[config.mk]
export PLATFORM = sky130hd
export DESIGN_NAME = pwm_gate_seq
export DESIGN_NICKNAME = d
export VERILOG_FILES = /design/src/rtl/pgs_pkg.sv /design/src/rtl/pgs_wake.sv /design/src/rtl/pgs_deadtime.sv /design/src/rtl/pgs_gate_fsm.sv /design/src/rtl/pwm_gate_seq.sv
export SDC_FILE = /design/constraint.sdc
export NUM_CORES = 1
export LEC_CHECK = 0
export BUFFER_PORTS_ARGS = -buffer_cell sky130_fd_sc_hd__clkbuf_2
export CORE_AREA = 2 2 45 47
export DETAILED_ROUTE_END_ITERATION = 7
export DIE_AREA = 0 0 47 49
export GPL_ROUTABILITY_DRIVEN = 0
export MAX_ROUTING_LAYER = met4
export PLACE_DENSITY = 0.68
export SYNTH_ARGS = -nofsm -noshare
export SYNTH_HDL_FRONTEND = slang
export SYNTH_HIERARCHICAL = 1
export SYNTH_SLANG_ARGS = --single-unit
[constraint.sdc]
create_clock -name clk -period 1.46 [get_ports clk]
set_input_delay 0.146 -clock clk [delete_from_list [all_inputs] [get_ports clk]]
set_output_delay 0.146 -clock clk [all_outputs]
set_load 0.005 [all_outputs]
[src/rtl/pgs_pkg.sv]
// Shared types for the PWM gate sequencer.
// Assumes the PWM level arrives already resolved into two bits.
package pgs_pkg;
    typedef enum logic [1:0] {
        PWM_LO  = 2'b00,
        PWM_HI  = 2'b01,
        PWM_MID = 2'b10
    } pwm_lvl_e;
endpackage

[src/rtl/pgs_wake.sv]
// Enable and deep-sleep timing. Counts WAKE_CYC sampled-high cycles of the
// enable input before declaring the stage ready; a low enable clears it.
// Assumes WAKE_CYC >= 1.
module pgs_wake #(
    parameter int WAKE_CYC = 625
) (
    input  logic clk,
    input  logic rst_n,
    input  logic en,
    output logic ready,
    output logic sleep
);
    localparam int CW = $clog2(WAKE_CYC + 1);

    logic [CW-1:0] cnt;

    // Power-on wait counter and ready flag.
    always_ff @(posedge clk) begin
        if (!rst_n) begin
            cnt   <= '0;
            ready <= 1'b0;
        end else if (!en) begin
            cnt   <= '0;
            ready <= 1'b0;
        end else if (!ready) begin
            if (cnt == CW'(WAKE_CYC - 1)) ready <= 1'b1;
            else                          cnt   <= cnt + CW'(1);
        end
    end

    // Deep sleep follows the enable level directly.
    always_comb sleep = !en;

    a_r5_ready_needs_en: assert property (@(posedge clk) disable iff (!rst_n)
        $rose(ready) |-> $past(en));
    a_r4_sleep_clears_ready: assert property (@(posedge clk) disable iff (!rst_n)
        !en |=> !ready);
endmodule

[src/rtl/pgs_deadtime.sv]
// Off-time counter. Counts consecutive cycles in which both gate registers
// are off (the current one included) and saturates at DEAD_CYC. Starts
// saturated so the first turn-on after reset is not delayed.
// Assumes DEAD_CYC >= 1.
module pgs_deadtime #(
    parameter int DEAD_CYC = 3
) (
    input  logic clk,
    input  logic rst_n,
    input  logic off_next,
    output logic dead_ok
);
    localparam int CW = $clog2(DEAD_CYC + 1);

    logic [CW-1:0] cnt;

    // Count off cycles; clear when a gate turns on.
    always_ff @(posedge clk) begin
        if (!rst_n)                   cnt <= CW'(DEAD_CYC);
        else if (!off_next)           cnt <= '0;
        else if (cnt != CW'(DEAD_CYC)) cnt <= cnt + CW'(1);
    end

    // Dead time met once the count has saturated.
    always_comb dead_ok = (cnt == CW'(DEAD_CYC));
endmodule

[src/rtl/pgs_gate_fsm.sv]
// Gate selection. Keeps one register per gate and decides the next gate
// state from the command, the lockout, the over-current input and the
// dead-time flag. A tripped high-side pulse sets a hold that selects the
// low side until the command leaves high.
// Assumes block already merges every lockout source.
module pgs_gate_fsm
    import pgs_pkg::*;
(
    input  logic     clk,
    input  logic     rst_n,
    input  pwm_lvl_e pwm,
    input  logic     block,
    input  logic     oc_trip,
    input  logic     dead_ok,
    output logic     hs_q,
    output logic     ls_q,
    output logic     off_next
);
    logic trunc_q, trunc_n;
    logic want_hs, want_ls;
    logic hs_n, ls_n;

    // Requested gate after applying the truncation hold.
    always_comb begin
        want_hs = (pwm == PWM_HI) && !trunc_q;
        want_ls = (pwm == PWM_LO) || ((pwm == PWM_HI) && trunc_q);
    end

    // Next gate state: turn off at once, turn on only after the dead time.
    always_comb begin
        hs_n = 1'b0;
        ls_n = 1'b0;
        if (block) begin
            hs_n = 1'b0;
            ls_n = 1'b0;
        end else if (hs_q) begin
            hs_n = want_hs && !oc_trip;
        end else if (ls_q) begin
            ls_n = want_ls;
        end else begin
            hs_n = want_hs && dead_ok;
            ls_n = want_ls && dead_ok;
        end
        off_next = !hs_n && !ls_n;
        trunc_n  = (pwm == PWM_HI) && (trunc_q || (hs_q && oc_trip));
    end

    // Gate and hold registers.
    always_ff @(posedge clk) begin
        if (!rst_n) begin
            hs_q    <= 1'b0;
            ls_q    <= 1'b0;
            trunc_q <= 1'b0;
        end else begin
            hs_q    <= hs_n;
            ls_q    <= ls_n;
            trunc_q <= trunc_n;
        end
    end

    a_r9_exclusive: assert property (@(posedge clk) disable iff (!rst_n)
        !(hs_q && ls_q));
    a_r1_hs_after_dead: assert property (@(posedge clk) disable iff (!rst_n)
        $rose(hs_q) |-> $past(dead_ok && !ls_q));
    a_r2_ls_after_dead: assert property (@(posedge clk) disable iff (!rst_n)
        $rose(ls_q) |-> $past(dead_ok && !hs_q));
    a_r7_cut_short: assert property (@(posedge clk) disable iff (!rst_n)
        (hs_q && oc_trip) |=> !hs_q);
    a_r3_mid_off: assert property (@(posedge clk) disable iff (!rst_n)
        (pwm != PWM_HI && pwm != PWM_LO) |=> (!hs_q && !ls_q));
endmodule

[src/rtl/pwm_gate_seq.sv]
// Top of the tri-state PWM gate sequencer. Merges the lockouts, gates the
// registered gate states so that any lockout drops the outputs in the same
// cycle, and wires the wake timer, dead-time counter and gate selector.
// Assumes all inputs are synchronous to clk.
module pwm_gate_seq
    import pgs_pkg::*;
#(
    parameter int DEAD_CYC = 3,
    parameter int WAKE_CYC = 625
) (
    input  logic       clk,
    input  logic       rst_n,
    input  logic [1:0] pwm_lvl,
    input  logic       en,
    input  logic       uv_fault,
    input  logic       ot_shdn,
    input  logic       oc_trip,
    output logic       hs_on,
    output logic       ls_on,
    output logic       ready,
    output logic       sleep
);
    logic     block, dead_ok, off_next, hs_q, ls_q;
    pwm_lvl_e pwm;

    // Decode the level and merge all lockout sources.
    always_comb begin
        pwm   = pwm_lvl_e'(pwm_lvl);
        block = !en || !ready || uv_fault || ot_shdn;
    end

    pgs_wake #(.WAKE_CYC(WAKE_CYC)) u_wake (
        .clk(clk), .rst_n(rst_n), .en(en), .ready(ready), .sleep(sleep)
    );

    pgs_deadtime #(.DEAD_CYC(DEAD_CYC)) u_dead (
        .clk(clk), .rst_n(rst_n), .off_next(off_next), .dead_ok(dead_ok)
    );

    pgs_gate_fsm u_fsm (
        .clk(clk), .rst_n(rst_n), .pwm(pwm), .block(block),
        .oc_trip(oc_trip), .dead_ok(dead_ok),
        .hs_q(hs_q), .ls_q(ls_q), .off_next(off_next)
    );

    // Outputs drop in the same cycle as any lockout.
    always_comb begin
        hs_on = hs_q && !block;
        ls_on = ls_q && !block;
    end

    a_r9_no_overlap: assert property (@(posedge clk) disable iff (!rst_n)
        !(hs_on && ls_on));
    a_r4_sleep_off: assert property (@(posedge clk) disable iff (!rst_n)
        sleep |-> (!hs_on && !ls_on));
    a_r6_uv_off: assert property (@(posedge clk) disable iff (!rst_n)
        uv_fault |-> (!hs_on && !ls_on));
    a_r8_ot_off: assert property (@(posedge clk) disable iff (!rst_n)
        ot_shdn |-> (!hs_on && !ls_on));
endmodule

==> out/results.ini <==
[route]
finalWirelength_mm=1.90
ant_nets=0
drc=0
firstDrtPassIters=4
wl_per_cell_um=12.0
drt_iter0_markers=13
via_per_inst=5.43
vias=858

[status]
status=completed

[cts]
cts.sinks=16
cts-root-buf=clkbuf_4
clock_path_buffers=2
clk_latency_ns=0.28
cts_tree=yes
clk_pin_slew_ns=0.10
cts_made_buffers=3
htreeDepth=1

[power]
leakagePower_uw=0.000457
p_switching_uw=214
swShare=0.241
clkPwrFrac=0.337
seqPwrFrac=0.509
internal_power_uw=674
power.density_nw_per_um2=760
ir_worst_vdd_mv=0.646
power_frac_comb=0.153

[sta]
fmax_mhz=698
worst_slew_pin_slew_ns=0.324
tns_ns=0
skew_ns=0.00159
setup_viol=0
grt_setup_unrepaired=yes
worst_slack_ns=0.0265
period_minus_slack_ns=1.43
drv_slew=0
timing.final.hold_violations=0
slew_headroom=0.781
period_share=0.982

[worst_setup_path]
critPathRequiredTime_ns=1.69
worstSetupPathType=reg2reg
path_max_fanout=5
r2r_slack_ns=0.03
critPathArrivalTime_ns=1.66
end_kind=flip-flop
cp-start-kind=flip-flop

[synth]
syn_area_um2=840
synth_edf_count=0
synth.most_common_cell=dfxtp_1
ys_seq_area_frac=0.382
synthCells=97
synth_common_cells=16 x dfxtp_1, 8 x inv_1, 8 x nand3_1
synth.distinct_cells=35
synth-simple-area-share=0.341
synth.top_cell.area_share=0.382
synth_compound_area_frac=0.142
synth_top_family_by_area=simple AND/OR/NAND/NOR gates
synth-seq-cells=16
yosysWarnings=6
synth_ff_type=dfxtp_1
syn-num-nets=108
synthAdderAreaFrac=0.0447
synth_area_leaders=dfxtp_1 38%, nand3_1 4.8%, ha_1 4.5%, a21oi_1 3.6%, o21ai_0 3.6%
syn_area_per_cell_um2=8.66
yosysTopAreaCell=dfxtp_1
async_flop_share=0
synthMuxAreaShare=0.0238
synthXorXnorAreaFrac=0.0313

[finish]
layout-drive-gt1-share=0.405
utilization=0.635
fin_cells=158
n_antenna_cell=0
fin_nets=143
fillerInstances=164
syn2layout_area_growth_pct=39.2

[die]
num_io_pins=12
rows=16
die_w_um=47
dieArea_um2=2300
dieHeight_um=49
fp.coreArea_um2=1840
start_util=0.456

[global_route]
overflow=0
grt_max_degree=12
grt_usage=0.187
grt_pass1_wl_mm=3.11
grt_pass1_vias=767
antenna_found_initial=0

[place]
dp_hpwl_mm=1.39
place_inst=149
post-place-ws_ns=-0.0418
portBuffers=11

[run]
maxCapViolCount=0

[worst_hold_path]
holdCritPathClass=in2reg

power groups by stage:
stage / registers (uW) / logic [uW] / clock network, uW
2_1_floorplan: 464 / 41.4 / 0
3_3_place_gp: 462 / 99.1 / 0
3_5_place_dp: 463 / 103 / 0
4_1_cts: 451 / 120 / 311
5_1_grt: 453 / 149 / 337
6_report: 452 / 136 / 299
area by class of cell:
type	count	area (um2)	share of cell area
clock buffers	4	36.3	0.0310
flip-flops and latches	16	327	0.279
multi-input cells	73	537	0.459
inverters	8	30.0	0.0257
repair buffers	30	205	0.176
well taps	27	33.8	0.0289
flip-flops by register name, indices dropped and copies added, names as in the netlist:
register	cells
u_dead/cnt	2
u_fsm/trunc_q	1
u_fsm/hs_q	1
u_wake/cnt	10
u_fsm/ls_q	1
u_wake/ready	1
worst max-delay path: stages (launching register included):
cell and delay [ns]:
dfxtp_2 0.33, or4b_4 0.55, or4_1 0.41, nand3_1 0.08
cells by family (layout without fill, tap and decap cells):
group,after synthesis,count (layout)
AND/OR/NAND/NOR,45,45
AO/OA/AOI/OAI,20,20
flip-flops,16,16
buffers and inverters,8,42
adder cells (fa/ha/maj),3,3
XOR/XNOR,3,3
multiplexers,2,2
worst paths after layout:
path | start | end | cells past startpoint
setup / recovery | u_wake/cnt[7]$_SDFFE_PN0P_ | u_wake/cnt[0]$_SDFFE_PN0P_ | 3
hold / removal | pwm_lvl[1] | u_fsm/trunc_q$_SDFF_PN0_ | 2
setup reg to reg | u_wake/cnt[7]$_SDFFE_PN0P_ | u_wake/cnt[0]$_SDFFE_PN0P_ | 3
hold reg to reg | u_wake/cnt[9]$_SDFFE_PN0P_ | u_wake/cnt[9]$_SDFFE_PN0P_ | 2
layout by cell type (no fill, tap or decap), types with 2 or more instances in the layout:
cell / netlist / routed
or4_1: 3 / 3
nand4b_1: 2 / 2
ha_1: 3 / 2
nand2_1: 6 / 6
inv_1: 8 / 7
xor2_1: 2 / 2
o21ai_0: 6 / 6
o31ai_1: 2 / 2
and2_1: 2 / 2
clkbuf_4: 0 / 3
or3_1: 3 / 2
nand2b_1: 2 / 2
a21oi_1: 6 / 3
dfxtp_1: 16 / 11
nand3b_1: 2 / 2
clkbuf_2: 0 / 11
buf_4: 0 / 17
buf_6: 0 / 2
nor2_1: 4 / 3
mux2i_1: 2 / 2
nand3_1: 8 / 8
a21oi_2: 0 / 3
dfxtp_2: 0 / 5
o21ai_1: 2 / 2
through the flow:
stage / instance area (um2) / total power (uW) / hold slack, ns
6_report: 1170 / 888 / 0.0407
5_1_grt: 1170 / 939 / 0.0172
4_1_cts: 1100 / 881 / 0.0318
3_5_place_dp: 1030 / 566 / 0.336
3_3_place_gp: 1030 / 561 / 0.327
2_1_floorplan: 841 / 505 / 0.223
layer usage:
metal / share of wire / vias up / global-route usage
met5: 0 / - / -
met4: 0.0074 / 0 / 0.0556
met3: 0.028 / 4 / 0.0444
met2: 0.53 / 13 / 0.313
met1: 0.44 / 418 / 0.216
li1: - / 423 / -
what timing repair did:
item | in CTS | in global routing
hold buffers | 0 | 0
setup endpoints to repair | 5 | 10
endpoints found under the hold margin | 0 | 0
resized for setup | 6 | 12
pin swaps | 3 | 8
setup buffers | 3 | 2
gates cloned | 0 | 0
(Power assumes the default switching activity.)
